## config.mk

```make
export PLATFORM = sky130hd
export DESIGN_NAME = hole_alloc
export DESIGN_NICKNAME = d
export VERILOG_FILES = /design/src/rtl/hole_alloc_pkg.sv /design/src/rtl/hole_table.sv /design/src/rtl/hole_pick.sv /design/src/rtl/hole_adjacency.sv /design/src/rtl/hole_alloc.sv
export SDC_FILE = /design/constraint.sdc
export NUM_CORES = 1
export LEC_CHECK = 0
export BUFFER_PORTS_ARGS = -buffer_cell sky130_fd_sc_hd__buf_2
export CAP_MARGIN = 40
export CORE_ASPECT_RATIO = 0.8
export CORE_MARGIN = 4
export CORE_UTILIZATION = 30
export CTS_BUF_LIST = sky130_fd_sc_hd__clkbuf_4 sky130_fd_sc_hd__clkbuf_8
export DETAILED_ROUTE_END_ITERATION = 8
export GPL_TIMING_DRIVEN = 0
export PLACE_DENSITY_LB_ADDON = 0.12
export REMOVE_ABC_BUFFERS = 1
export SETUP_SLACK_MARGIN = 0.1
export SLEW_MARGIN = 20
export SYNTH_ARGS = -nofsm -noshare
export SYNTH_HDL_FRONTEND = slang
export SYNTH_SLANG_ARGS = --single-unit
```

## constraint.sdc

```tcl
create_clock -name clk -period 14.1 [get_ports clk]
set_input_delay 2.82 -clock clk [delete_from_list [all_inputs] [get_ports clk]]
set_output_delay 2.82 -clock clk [all_outputs]
set_load 0.01 [all_outputs]
```

## src/rtl/hole_alloc_pkg.sv

```systemverilog
package hole_alloc_pkg;

  typedef enum logic [1:0] {ST_IDLE, ST_SCAN, ST_COMMIT} seq_state_e;

  typedef enum logic [1:0] {PK_FIRST, PK_BEST, PK_WORST} pick_e;

  function automatic pick_e decode_policy(input logic [1:0] code);
    if (code[1])      return PK_WORST;
    else if (code[0]) return PK_BEST;
    else              return PK_FIRST;
  endfunction

endpackage

```

## src/rtl/hole_table.sv

```systemverilog
module hole_table #(
  parameter int ADDR_W  = 16,
  parameter int ENTRIES = 8,
  localparam int IDX_W  = $clog2(ENTRIES)
) (
  input  logic              clk,
  input  logic              rst,
  input  logic [IDX_W-1:0]  rd_idx,
  output logic              rd_valid,
  output logic [ADDR_W-1:0] rd_start,
  output logic [ADDR_W-1:0] rd_size,
  input  logic              wr_en,
  input  logic [IDX_W-1:0]  wr_idx,
  input  logic              wr_valid,
  input  logic [ADDR_W-1:0] wr_start,
  input  logic [ADDR_W-1:0] wr_size,
  input  logic              clr_en,
  input  logic [IDX_W-1:0]  clr_idx
);

  logic [ENTRIES-1:0] vld_q;
  logic [ADDR_W-1:0]  start_mem [ENTRIES];
  logic [ADDR_W-1:0]  size_mem  [ENTRIES];

  // payload kept in reset-free storage; only valid bits are reset
  always_ff @(posedge clk) begin
    if (wr_en) begin
      start_mem[wr_idx] <= wr_start;
      size_mem[wr_idx]  <= wr_size;
    end
  end

  always_ff @(posedge clk) begin
    if (rst) begin
      vld_q <= '0;
    end else begin
      if (wr_en)  vld_q[wr_idx]  <= wr_valid;
      if (clr_en) vld_q[clr_idx] <= 1'b0;
    end
  end

  assign rd_valid = vld_q[rd_idx];
  assign rd_start = start_mem[rd_idx];
  assign rd_size  = size_mem[rd_idx];

endmodule

```

## src/rtl/hole_pick.sv

```systemverilog
module hole_pick
  import hole_alloc_pkg::*;
#(
  parameter int ADDR_W = 16
) (
  input  pick_e             pick,
  input  logic              cand_valid,
  input  logic [ADDR_W-1:0] cand_size,
  input  logic [ADDR_W-1:0] need,
  input  logic              have_sel,
  input  logic [ADDR_W-1:0] sel_size,
  output logic              take
);

  logic fits;
  assign fits = cand_valid && (need != '0) && (cand_size >= need);

  // strict comparisons keep the earlier slot on equal sizes
  always_comb begin
    unique case (pick)
      PK_BEST:  take = fits && (!have_sel || (cand_size < sel_size));
      PK_WORST: take = fits && (!have_sel || (cand_size > sel_size));
      default:  take = fits && !have_sel;
    endcase
  end

endmodule

```

## src/rtl/hole_adjacency.sv

```systemverilog
module hole_adjacency #(
  parameter int ADDR_W = 16
) (
  input  logic              cand_valid,
  input  logic [ADDR_W-1:0] cand_start,
  input  logic [ADDR_W-1:0] cand_size,
  input  logic [ADDR_W-1:0] rel_base,
  input  logic [ADDR_W-1:0] rel_size,
  output logic              ends_at_base,
  output logic              starts_at_end,
  output logic              is_empty
);

  assign ends_at_base  = cand_valid && ((cand_start + cand_size) == rel_base);
  assign starts_at_end = cand_valid && (cand_start == (rel_base + rel_size));
  assign is_empty      = !cand_valid;

endmodule

```

## src/rtl/hole_alloc.sv

```systemverilog
module hole_alloc
  import hole_alloc_pkg::*;
#(
  parameter int ADDR_W  = 16,
  parameter int ENTRIES = 8
) (
  input  logic              clk,
  input  logic              rst,
  input  logic              alloc_req,
  input  logic [ADDR_W-1:0] alloc_size,
  input  logic [1:0]        alloc_policy,
  input  logic              next_fit,
  input  logic              free_req,
  input  logic [ADDR_W-1:0] free_base,
  input  logic [ADDR_W-1:0] free_size,
  output logic              busy,
  output logic              done,
  output logic              grant,
  output logic [ADDR_W-1:0] result_addr
);

  localparam int IDX_W = $clog2(ENTRIES);
  localparam int CNT_W = IDX_W + 1;
  localparam logic [CNT_W-1:0] ENT_C  = CNT_W'(ENTRIES);
  localparam logic [CNT_W-1:0] LAST_C = CNT_W'(ENTRIES - 1);

  seq_state_e        state_q;
  logic              op_alloc_q;
  pick_e             pick_q;
  logic [ADDR_W-1:0] need_q, rel_base_q, rel_size_q;
  logic [IDX_W-1:0]  start_q, rover_q;
  logic [CNT_W-1:0]  cnt_q;

  logic              sel_q;
  logic [IDX_W-1:0]  sel_idx_q;
  logic [ADDR_W-1:0] sel_start_q, sel_size_q;

  logic              prev_q, next_q, empty_q;
  logic [IDX_W-1:0]  prev_idx_q, next_idx_q, empty_idx_q;
  logic [ADDR_W-1:0] prev_start_q, prev_size_q, next_size_q;

  logic [CNT_W-1:0]  idx_sum, idx_wrap;
  logic [IDX_W-1:0]  scan_idx;
  logic              rd_valid;
  logic [ADDR_W-1:0] rd_start, rd_size;
  logic              take, adj_prev, adj_next, adj_empty, last_slot;

  logic              wr_en, wr_valid, clr_en;
  logic [IDX_W-1:0]  wr_idx, clr_idx;
  logic [ADDR_W-1:0] wr_start, wr_size;

  assign idx_sum   = {1'b0, start_q} + cnt_q;
  assign idx_wrap  = (idx_sum >= ENT_C) ? (idx_sum - ENT_C) : idx_sum;
  assign scan_idx  = idx_wrap[IDX_W-1:0];
  assign last_slot = (cnt_q == LAST_C);
  assign busy      = (state_q != ST_IDLE);

  hole_table #(.ADDR_W(ADDR_W), .ENTRIES(ENTRIES)) u_table (
    .clk(clk), .rst(rst),
    .rd_idx(scan_idx), .rd_valid(rd_valid), .rd_start(rd_start), .rd_size(rd_size),
    .wr_en(wr_en), .wr_idx(wr_idx), .wr_valid(wr_valid),
    .wr_start(wr_start), .wr_size(wr_size),
    .clr_en(clr_en), .clr_idx(clr_idx)
  );

  hole_pick #(.ADDR_W(ADDR_W)) u_pick (
    .pick(pick_q), .cand_valid(rd_valid), .cand_size(rd_size),
    .need(need_q), .have_sel(sel_q), .sel_size(sel_size_q), .take(take)
  );

  hole_adjacency #(.ADDR_W(ADDR_W)) u_adj (
    .cand_valid(rd_valid), .cand_start(rd_start), .cand_size(rd_size),
    .rel_base(rel_base_q), .rel_size(rel_size_q),
    .ends_at_base(adj_prev), .starts_at_end(adj_next), .is_empty(adj_empty)
  );

  // table update, only in the commit cycle
  always_comb begin
    wr_en = 1'b0; wr_idx = '0; wr_valid = 1'b0; wr_start = '0; wr_size = '0;
    clr_en = 1'b0; clr_idx = next_idx_q;
    if (state_q == ST_COMMIT) begin
      if (op_alloc_q) begin
        if (sel_q) begin
          wr_en    = 1'b1;
          wr_idx   = sel_idx_q;
          wr_start = sel_start_q + need_q;
          wr_size  = sel_size_q - need_q;
          wr_valid = (sel_size_q != need_q);
        end
      end else if (rel_size_q != '0) begin
        if (prev_q) begin
          wr_en    = 1'b1;
          wr_idx   = prev_idx_q;
          wr_valid = 1'b1;
          wr_start = prev_start_q;
          wr_size  = prev_size_q + rel_size_q + (next_q ? next_size_q : '0);
          clr_en   = next_q;
        end else if (next_q) begin
          wr_en    = 1'b1;
          wr_idx   = next_idx_q;
          wr_valid = 1'b1;
          wr_start = rel_base_q;
          wr_size  = next_size_q + rel_size_q;
        end else if (empty_q) begin
          wr_en    = 1'b1;
          wr_idx   = empty_idx_q;
          wr_valid = 1'b1;
          wr_start = rel_base_q;
          wr_size  = rel_size_q;
        end
      end
    end
  end

  always_ff @(posedge clk) begin
    if (rst) begin
      state_q     <= ST_IDLE;
      done        <= 1'b0;
      grant       <= 1'b0;
      result_addr <= '0;
      rover_q     <= '0;
      op_alloc_q  <= 1'b0;
      pick_q      <= PK_FIRST;
      need_q      <= '0;
      rel_base_q  <= '0;
      rel_size_q  <= '0;
      start_q     <= '0;
      cnt_q       <= '0;
      sel_q       <= 1'b0;
      sel_idx_q   <= '0;
      sel_start_q <= '0;
      sel_size_q  <= '0;
      prev_q      <= 1'b0;
      next_q      <= 1'b0;
      empty_q     <= 1'b0;
      prev_idx_q  <= '0;
      next_idx_q  <= '0;
      empty_idx_q <= '0;
      prev_start_q <= '0;
      prev_size_q <= '0;
      next_size_q <= '0;
    end else begin
      done <= 1'b0;
      unique case (state_q)
        ST_IDLE: begin
          cnt_q   <= '0;
          sel_q   <= 1'b0;
          prev_q  <= 1'b0;
          next_q  <= 1'b0;
          empty_q <= 1'b0;
          if (alloc_req) begin
            op_alloc_q <= 1'b1;
            need_q     <= alloc_size;
            pick_q     <= decode_policy(alloc_policy);
            start_q    <= (decode_policy(alloc_policy) == PK_FIRST && next_fit) ? rover_q : '0;
            state_q    <= ST_SCAN;
          end else if (free_req) begin
            op_alloc_q <= 1'b0;
            rel_base_q <= free_base;
            rel_size_q <= free_size;
            start_q    <= '0;
            state_q    <= ST_SCAN;
          end
        end
        ST_SCAN: begin
          cnt_q <= cnt_q + 1'b1;
          if (op_alloc_q) begin
            if (take) begin
              sel_q       <= 1'b1;
              sel_idx_q   <= scan_idx;
              sel_start_q <= rd_start;
              sel_size_q  <= rd_size;
            end
            if (last_slot || (pick_q == PK_FIRST && take)) state_q <= ST_COMMIT;
          end else begin
            if (adj_prev && !prev_q) begin
              prev_q       <= 1'b1;
              prev_idx_q   <= scan_idx;
              prev_start_q <= rd_start;
              prev_size_q  <= rd_size;
            end
            if (adj_next && !next_q) begin
              next_q      <= 1'b1;
              next_idx_q  <= scan_idx;
              next_size_q <= rd_size;
            end
            if (adj_empty && !empty_q) begin
              empty_q     <= 1'b1;
              empty_idx_q <= scan_idx;
            end
            if (last_slot) state_q <= ST_COMMIT;
          end
        end
        ST_COMMIT: begin
          state_q <= ST_IDLE;
          done    <= 1'b1;
          if (op_alloc_q) begin
            grant <= sel_q;
            if (sel_q) begin
              result_addr <= sel_start_q;
              if (pick_q == PK_FIRST) rover_q <= sel_idx_q;
            end
          end else begin
            grant <= (rel_size_q != '0) && (prev_q || next_q || empty_q);
            result_addr <= prev_q ? prev_start_q : rel_base_q;
          end
        end
        default: state_q <= ST_IDLE;
      endcase
    end
  end

endmodule

```

# Word level (Yosys, flattened, before mapping)
# Memories as Yosys holds them, arrays and structs flattened.
# Index checks and enable logic that the tools add are counted.
# word_totals
ramBits	256
ff_bits	185
output_inout_bits	19
in_bits	55
word_cells	200
memories	2
# op_classes
addsub	10
bitwise	4
n_lt_le_gt_ge	9
eq_ne	18
reduce_logical	47
muxes	84
# mem_list
memory	depth	word_bits	read_ports	rd_ports_with_merged_regs	wr	line_no	text
u_table.size_mem	8	16	1	0	1	hole_table.sv:23	logic [ADDR_W-1:0] size_mem [ENTRIES];
u_table.start_mem	8	16	1	0	1	hole_table.sv:22	logic [ADDR_W-1:0] start_mem [ENTRIES];
# ops
operator	n
16-bit 2-to-1 mux	18
16-bit adder	6
3-bit 2-to-1 mux	11
16-bit equality test	2
1-bit 2-to-1 mux	32
16-bit nonzero test	2
3-bit AND reduction	10
8-bit 2-to-1 mux	3
2-bit 2-to-1 mux	9
16-bit greater-or-equal comparator	1
16-bit greater-than comparator	1
16-bit < comparator	1
16-bit != test	1
16-bit subtractor	1
1-bit logical AND	15
3-bit by 4-bit < comparator with 1-bit output (second input constant)	3
2-bit != test (second input constant)	6
1-bit one-hot mux with 2 select lines	5
3-bit != test (second input constant)	3
8-bit bitwise AND	1
8-bit bitwise mux	1
8-bit inverter	1
4-bit one-hot mux with 2 select lines	1
1-bit demux with 3-bit select	2
other kinds (18)	36

# Depth between registers and ports, before layout
# Gate-level depths: netlist (run 1).
# logic_depth
ltp_word	15
mapped_depth	23
depth_no_buf	18

# Modules after synthesis
# A second synthesis (run 1) with hierarchy kept.
# unflattened
hier_cells	2122
area_unflattened_um2	23115.9
# by_module_without_submodules
mod	area_each_um2	cells_each	instances
hole_alloc	10353.7	1357	1
hole_table	10127.2	416	1
hole_adjacency	1739.2	230	1
hole_pick	895.9	119	1

# Least setup slack after synthesis (run 1)
# No wires, ideal clock.
# synth_timing
kind	register -> register
startpoint	reg cnt_q[0]
endpoint	reg prev_size_q[10]
arrival_time_ns	5.653
synth_period_minus_slack_ns	5.780
path_slack_ns	8.320
setup_time_ns	0.128
required_ns	13.972
stages_incl_launch_ff	22
path_cell_list	dfxtp_1 ha_1 buf_4 buf_1 buf_1 clkbuf_1 mux4_2 mux2_2 ha_1 clkbuf_1 xnor2_1 nor3b_1 a2111oi_0 o2111ai_1 nor4_1 o2111ai_1 nor4_2 nand4_1 buf_4 buf_6 mux2i_1 nor2_1
# synth_between
elab_chain_cells	9
word_cells_on_any_way	13
cone_classes	add/sub (3); order compare (1); eq/ne (1); mux (3); reduce/logical (3); memory (2)
# synth_rtl
item	line_no	text
from (decl)	hole_alloc.sv:32	logic [CNT_W-1:0] cnt_q;
from (signal assigned)	hole_alloc.sv:166	cnt_q <= cnt_q + 1'b1;
3-bit by 4-bit adder with 4-bit output (*)	hole_alloc.sv:52	assign idx_sum = {1'b0, start_q} + cnt_q;
named net idx_sum[0]	hole_alloc.sv:42	logic [CNT_W-1:0] idx_sum, idx_wrap;
4-bit greater-or-equal comparator / 3-bit by 1-bit subtractor with 3-bit output (equally long branches)	hole_alloc.sv:53	assign idx_wrap = (idx_sum >= ENT_C) ? (idx_sum - ENT_C) : idx_sum;
3-bit 2-to-1 mux (*)	hole_alloc.sv:53	
memory read 8 x 16 bit (*)	--	
named net rd_size[10]	hole_alloc.sv:45	logic [ADDR_W-1:0] rd_start, rd_size;
16-bit adder	hole_adjacency.sv:14	assign ends_at_base = cand_valid && ((cand_start + cand_size) == rel_base);
16-bit equality test	hole_adjacency.sv:14	
1-bit logical AND	hole_adjacency.sv:14	
1-bit logical AND	hole_alloc.sv:176	if (adj_prev && !prev_q) begin
3-bit AND reduction (no source line)	--	
to (signal assigned)	hole_alloc.sv:180	prev_size_q <= rd_size;
to (decl)	hole_alloc.sv:40	logic [ADDR_W-1:0] prev_start_q, prev_size_q, next_size_q;
# Mark *: on every way through the listed nets, which the timed path passes. The rest lies on a longest branch. The select of a mux whose other input is x is not followed.
# A chain may end at the register's enable or synchronous reset.

# Worst setup path after layout (run 1)
# layout_timing
startpoint	reg cnt_q[0]
endpoint	reg prev_start_q[1]
# layout_between
elab_chain_cells	9
word_cells_on_any_way	13
cone_classes	add/sub (3); order compare (1); eq/ne (1); mux (3); reduce/logical (3); memory (2)
# layout_rtl
item	line_no	text
3-bit by 4-bit adder with 4-bit output (*)	hole_alloc.sv:52	
4-bit greater-or-equal comparator / 3-bit by 1-bit subtractor with 3-bit output (equally long branches)	hole_alloc.sv:53	
3-bit 2-to-1 mux (*)	hole_alloc.sv:53	
memory read 8 x 16 bit (*)	--	
named net rd_start[10]	hole_alloc.sv:45	
16-bit adder (*)	hole_adjacency.sv:14	
16-bit equality test (*)	hole_adjacency.sv:14	
1-bit logical AND (*)	hole_adjacency.sv:14	
1-bit logical AND (*)	hole_alloc.sv:176	
3-bit AND reduction (no source line) (*)	--	
to (signal assigned)	hole_alloc.sv:179	prev_start_q <= rd_start;
to (decl)	hole_alloc.sv:40	
# Marks and branches as above.

==> impl_results.md, run 1 <==
- WP buf/inv: 4
- Synth Register Bits: 441
- Post-CTS Resized: 0
- Highest-delay cell along the critical path: mux4_2
- Relative slew slack: 0.324
- Vias in the first global route: 17.1k
- I/O pins: 74
- Die Height: 258 um
- Clock Tree Buf Depth: 3
- Wire per inst: 23.6 um
- Post-Syn Instances: 2,106
- Top cells by area, synth: edfxtp_1, dfxtp_1, ha_1
- Share of the synthesized area in the top cell type: 0.327
- GRT Util Overall: 0.188
- TritonRoute pass-1 iters: 5
- Final HPWL DP: 56.8 mm
- Synthesized area: 23,500 sq um
- Layout Nets: 2,406
- Iter 0 DRT Violations: 1,344
- Clk slew on worst S/H paths: 0.06 ns
- Worst vdd ir: 55.7 uV
- Hold Crit Depth: 2
- Layout Cells excl Fill: 3,294
- Initial Utilization: 0.304
- Die ar.: 82,900 sq um
- Share of post-route cells with drive strength above 1: 0.176
- CTS Hold Bufs: 0
- Routed Antenna Nets: 0
- Final Hold Vio Count: 0
- # Post-CTS Setup Buffers: 0
- P_leak: 9.89 nW
- Largest net degree at the start of global routing: 103
- Final worst-path cycle share: 0.490
- # diodes: 0
- Clk network pwr share: 0.429
- FF-to-FF Start: cnt_q[0]
- Most common cell after layout, fill and taps aside: edfxtp_1
- CP Launch Type: flop
- Area grow syn2layout: 17.1%
- Final Wtd Congestion: 0.865
- Drt total wl: roughly 78 mm
- Logic pwr share: 0.102
- Worst r2r path cells: 19
- Register area share after synthesis: 0.485
- Sw Share: 0.259
- First-pass GRT wire length: 115 mm
- Delay-heaviest family, CP: simple AND/OR/NAND/NOR gates
- Seq pwr share: 0.470
- Worst path most repeated cell: o2111ai_1
- Max FO, Critical Path: 30
- DR vias: 17.3k
- Core Rows: roughly 90
- Worst skew pair latency: around 0.7 ns
- Main flop type after synthesis: edfxtp_1
- H-tree levels: 3
- YS warnings: 0
- CP Data Arrival Time: 7.52 ns
- Root Buffer Master: clkbuf_8
- Grt total ovfl: 0
- Status: finished, final reports clean
- Hold endpoint: result_addr[3]
- CP Cell Sequence: ha_4 -> inv_1 -> fa_2 -> inv_4 -> mux4_2 -> mux2_2 -> ha_1 -> xnor2_1 -> o21ai_1 -> a221oi_1 -> o2111ai_1 -> nor4_1 -> o2111ai_1 -> nor4_2 -> nand4_1 -> buf_8 -> buf_6 -> or2_0 -> a21oi_1
- CTS tree: yes
- Setup tns final: 0 ns
- EDFF count, synth: 256
- Critical Path RT: ~15 ns
- Syn_area_per_cell: 11.2 sq um
- Hold path start: result_addr[3]
- Pwr dens: 107 nW/um^2
- Fin. max-slew vios: 0
- Core Area: 77,300 sq um
- Via density per instance: between 5 and 6
- Die X: 321 um
- Reg2Reg Setup Slack: a little over 7 ns
- Most frequent cells in the layout: edfxtp_1, nand2_1, a21oi_1
- CTS buffer count: 78
- Min Tclk post-route: 6.92 ns
- Synth cell types: around 80
- Max Cap Viol: 0
- Filler instances: 7,716
- Fmax: 145 MHz
- Setup violations, final: 0
- RSZ-0062 raised after global routing: false
- Clk_skew: about 0.037 ns
- HP Class: reg2reg
- Worst-margin pin slew: about 1.0 ns
- Port Buffers: 73
- Post-Place Cells: 3,148
- Leading area contributor after synthesis: edfxtp_1
- Sinks on Clock Net: 441
- Drt drc: 0
- Critical path class: reg2reg
- Initial antenna violation count: 2
- Slowest stage delay, CP: 0.60 ns
- CP Capture Type: flop
- Async SR Flop Fraction: 0
- Worst R2R End: prev_start_q[1]
- P_int: 2.17 mW
- Sw power: 0.761 mW
## logic make-up after synthesis
kind of cell	count (synthesis)	synth area share
compound gates	466	0.127
xor+xnor	106	0.0405
fa+ha+maj	145	0.0840
buf+inv	163	0.0290
flops	441	0.485
mux	195	0.122
simple gates	590	0.113
## worst max path at each step
stage	start	endpoint	slack [ns]	cells after the start
after floorplan	cnt_q[0]	prev_start_q[15]	6.40	14
after global placement	cnt_q[0]	prev_start_q[1]	2.00	14
after detailed placement	cnt_q[0]	prev_start_q[1]	7.22	19
after CTS	cnt_q[0]	prev_start_q[1]	7.19	19
after global routing	cnt_q[0]	prev_size_q[0]	6.75	19
final	cnt_q[0]	prev_start_q[1]	7.18	19
## per-stage QoR
| stage | util | setup WS, ns | power (mW) | cell area [sq um] | hold WS, ns |
|---|---|---|---|---|---|
| after global placement | 0.319 | 2.00 | 1.69 | 24700 | 0.438 |
| after floorplan | - | 6.40 | 1.58 | 23000 | 0.426 |
| after global routing | 0.356 | 6.75 | 3.07 | 27500 | 0.464 |
| after CTS | 0.356 | 7.19 | 2.99 | 27500 | 0.448 |
| final | 0.356 | 7.18 | 2.94 | 27500 | 0.446 |
| after detailed placement | 0.334 | 7.22 | 1.70 | 25800 | 0.440 |
## synth_stat cells, drive strengths merged, types with 37 or more instances
master,instances
o21ai,54
nor2,193
clkbuf,77
ha,124
a21o,38
xnor2,68
xor2,37
nand2,217
dfxtp,185
mux4,66
edfxtp,256
inv,56
a21oi,190
mux2i,99
## power groups by stage
stage          Sequential [mW]  Clock (mW)  Combinational [mW]
6_report                  1.38        1.26               0.299
5_1_grt                   1.38        1.36               0.328
4_1_cts                   1.38        1.31               0.297
3_5_place_dp              1.41           0               0.296
3_3_place_gp              1.41           0               0.285
2_1_floorplan             1.39           0               0.188
## metal layers
metal  up-vias  track usage  routed length (um)
li1       8024            -                   -
met1      8643        0.276               38400
met2       453        0.281               33200
met3       139       0.0378                4290
met4         2       0.0537                1990
met5         -            0                  13
## tightest hold or removal path: cells and delay by family, from the launching register on
kind | cells | cell delay, ns
flops | 1 | 0.30
compound gates | 1 | 0.05
simple gates | 1 | 0.05
## registers in the layout, indices dropped and copies added (netlist names), 16 cells and up
| signal | count |
|---|---|
| rel_size_q | 16 |
| u_table.size_mem | 128 |
| sel_start_q | 16 |
| result_addr | 16 |
| next_size_q | 16 |
| u_table.start_mem | 128 |
| rel_base_q | 16 |
| need_q | 16 |
| prev_size_q | 16 |
| sel_size_q | 16 |
| prev_start_q | 16 |
## final cells by class
type / count / area (sq um) / share of cell area
clock inverters: 32 / 228 / 0.00828
repair buffers: 127 / 1410 / 0.0514
inverters: 56 / 213 / 0.00774
well taps: 1023 / 1280 / 0.0466
clock buffers: 113 / 1420 / 0.0516
multi-input cells: 1502 / 11500 / 0.420
flip-flops and latches: 441 / 11400 / 0.415
Power figures use the tool's default switching activity.
==> run 2, diff against run 1 <==
clock period = 6.8 ns   (was 14.1 ns; I/O delays follow)
==> run 2 against run 1 <==
Against the previous run:
- first-iteration DRC count up 2.8%
- critical path depth down 2
- wire length up 0.57%
- utilization up 0.053 points
- sequential cell count unchanged
- sequential share of layout area down 0.062 points
- clock power up 110%
- maximum frequency up 9.2%
- worst setup slack worse by 6.7 ns
- design area up 0.15%
==> impl_results.md, run 2 (synthesis gave the netlist of run 1 again) <==
- Core Rows: 91 (unchanged)
- Hold endpoint: result_addr[3] (unchanged)
- Largest net degree at the start of global routing: 103 (unchanged)
- Relative slew slack: 0.300 (was 0.324)
- Final Hold Vio Count: 0 (unchanged)
- CTS Hold Bufs: 0 (unchanged)
- FF-to-FF Start: cnt_q[0] (unchanged)
- CP Cell Sequence: ha_4 -> inv_1 -> fa_2 -> inv_6 -> mux4_2 -> mux2_2 -> ha_1 -> nand3_1 -> nor4_1 -> o31ai_1 -> a21oi_1 -> o21ai_1 -> a21oi_2 -> buf_6 -> and2_4 -> mux2i_1 -> nor2_1 (was ha_4 -> inv_1 -> fa_2 -> inv_4 -> mux4_2 -> mux2_2 -> ha_1 -> xnor2_1 -> o21ai_1 -> a221oi_1 -> o2111ai_1 -> nor4_1 -> o2111ai_1 -> nor4_2 -> nand4_1 -> buf_8 -> buf_6 -> or2_0 -> a21oi_1)
- Initial antenna violation count: 2 (unchanged)
- Via density per instance: 5.25 (was 5.24)
- Clk slew on worst S/H paths: 0.06 ns (about the same)
- Final worst-path cycle share: 0.931 (was 0.490)
- I/O pins: 74 (unchanged)
- CP Launch Type: flop (unchanged)
- Sinks on Clock Net: 441 (unchanged)
- Worst r2r path cells: 17 (was 19)
- Post-Place Cells: 3,148 (unchanged)
- Critical path class: reg2reg (unchanged)
- Worst vdd ir: 115 uV (was 55.7 uV)
- Most common cell after layout, fill and taps aside: edfxtp_1 (unchanged)
- CTS buffer count: 78 (unchanged)
- Placed Instance Area: 25,800 sq um (unchanged)
- Core Area: 77,300 sq um (unchanged)
- Layout Cells excl Fill: 3,297 (was 3,294)
- Min Tclk post-route: 6.33 ns (was 6.92 ns)
- Share of post-route cells with drive strength above 1: 0.177 (was 0.176)
- Routed Antenna Nets: 0 (unchanged)
- Final Wtd Congestion: 0.865 (unchanged)
- Reg2Reg Setup Slack: 0.47 ns (was 7.18 ns)
- Critical Path RT: 7.34 ns (was 14.70 ns)
- Worst skew pair latency: 0.70 ns (about the same)
- Die Height: 258 um (unchanged)
- First-pass GRT wire length: 115 mm (about the same)
- TritonRoute pass-1 iters: 5 (unchanged)
- Area grow syn2layout: 17.2% (was 17.1%)
- CP Capture Type: flop (unchanged)
- Worst-margin pin slew: 1.04 ns (was 1.01 ns)
- Vias in the first global route: 17.2k (was 17.1k)
- Root Buffer Master: clkbuf_8 (unchanged)
- Hold path start: result_addr[3] (unchanged)
- CTS tree: yes (unchanged)
- Die ar.: 82,900 sq um (unchanged)
- HP Class: reg2reg (unchanged)
- Die X: 321 um (unchanged)
- Drt drc: 0 (unchanged)
- Final HPWL DP: 56.8 mm (unchanged)
- Grt total ovfl: 0 (unchanged)
- Layout Nets: 2,409 (was 2,406)
- Setup violations, final: 0 (unchanged)
- Most frequent cells in the layout: edfxtp_1, nand2_1, a21oi_1 (unchanged)
- Drt total wl: 78.3 mm (was 77.9 mm)
- Wire per inst: 23.8 um (was 23.6 um)
- Status: finished, final reports clean (unchanged)
- DR vias: 17.3k (about the same)
- Highest-delay cell along the critical path: nor4_1 (was mux4_2)
- Worst R2R End: sel_start_q[9] (was prev_start_q[1])
- Crit path from: cnt_q[0] (unchanged)
- Clk_skew: 0.0377 ns (was 0.0371 ns)
- CP Data Arrival Time: 6.87 ns (was 7.52 ns)
- Fin. max-slew vios: 0 (unchanged)
- Max Cap Viol: 0 (unchanged)
- Port Buffers: 73 (unchanged)
- Final instance area: 27,500 sq um (about the same)
- Hold Crit Depth: 2 (unchanged)
- Pwr dens: 221 nW/um^2 (was 107 nW/um^2)
- Iter 0 DRT Violations: 1,381 (was 1,344)
- Initial Utilization: 0.304 (unchanged)
- Fmax: 158 MHz (was 145 MHz)
- Slowest stage delay, CP: 0.71 ns (was 0.60 ns)
- GRT Util Overall: 0.188 (about the same)
- # diodes: 0 (unchanged)
- P_leak: 9.91 nW (was 9.89 nW)
- Max FO, Critical Path: 42 (was 30)
- Clock Tree Buf Depth: 3 (unchanged)
- H-tree levels: 3 (unchanged)
- RSZ-0062 raised after global routing: false (unchanged)
- Top Registers: u_table.size_mem: 128 flops, u_table.start_mem: 128 flops (unchanged)
==> run 2: changes by cell type in the layout (fill, tap and decap cells not counted) <==
cell / previous run / this run
buf_4: 6 / 8
inv_4: 1 / 0
inv_6: 0 / 1
xnor3_2: 0 / 1
==> run 2: stage by stage <==
stage          TNS [ns]  power (mW)  setup slack, ns  hold WS (ns)   util
2_1_floorplan    -26.60        3.28           -0.897         0.426      -
3_3_place_gp   -1094.51        3.51            -5.30         0.438  0.319
3_5_place_dp     -0.510        3.53          -0.0822         0.440  0.334
4_1_cts               0        6.19            0.425         0.448  0.356
5_1_grt               0        6.37            0.102         0.464  0.356
6_report              0        6.09            0.468         0.446  0.356
==> run 2: per-layer routing <==
layer	up-vias	track usage	part of all wire
met4	2	0.0534	0.024
li1	8037	-	-
met3	126	0.0391	0.053
met5	-	0	0.00023
met2	441	0.281	0.43
met1	8696	0.275	0.49
==> run 2: area by class of cell <==
type                            instances  area (sq um)
Fill cell                            7713         49800
Multi-Input combinational cell       1503         11600
Sequential cell                       441         11400
Timing Repair Buffer                  129          1430
Clock buffer                          113          1420
Tap cell                             1023          1280
Clock inverter                         32           228
Inverter                               56           215
==> run 2: worst max-delay path by stage <==
stage / end / slack (ns)
floorplan: prev_start_q[15] / -0.90
global placement: prev_start_q[1] / -5.30
detailed placement: prev_start_q[1] / -0.08
CTS: prev_start_q[1] / 0.43
global route: prev_idx_q[1] / 0.10
finish: sel_start_q[9] / 0.47
==> run 2: where the power goes <==
part	internal (mW)	leakage, nW	total [mW]	switching [mW]
clock	1.46	0.879	2.61	1.16
sequential	2.81	3.56	2.86	0.0488
combinational	0.241	5.47	0.621	0.380
total	4.51	9.91	6.09	1.58
==> run 2: timing repair <==
action | 4_1_cts | 5_1_grt
resized for setup | 1 | 0
setup buffers | 2 | 0
cloned | 0 | 1
pin swaps | 1 | 0
setup endpoints to repair | 17 | 31
==> run 2: worst max-delay path, delay by kind of cell (launching register included) <==
family | cells | cell delay [ns]
buffers and inverters | 3 | 0.72
multiplexers | 3 | 1.20
flip-flops | 1 | 0.43
AND/OR/NAND/NOR | 4 | 1.59
AO/OA/AOI/OAI | 4 | 1.14
adder cells (fa/ha/maj) | 3 | 1.06
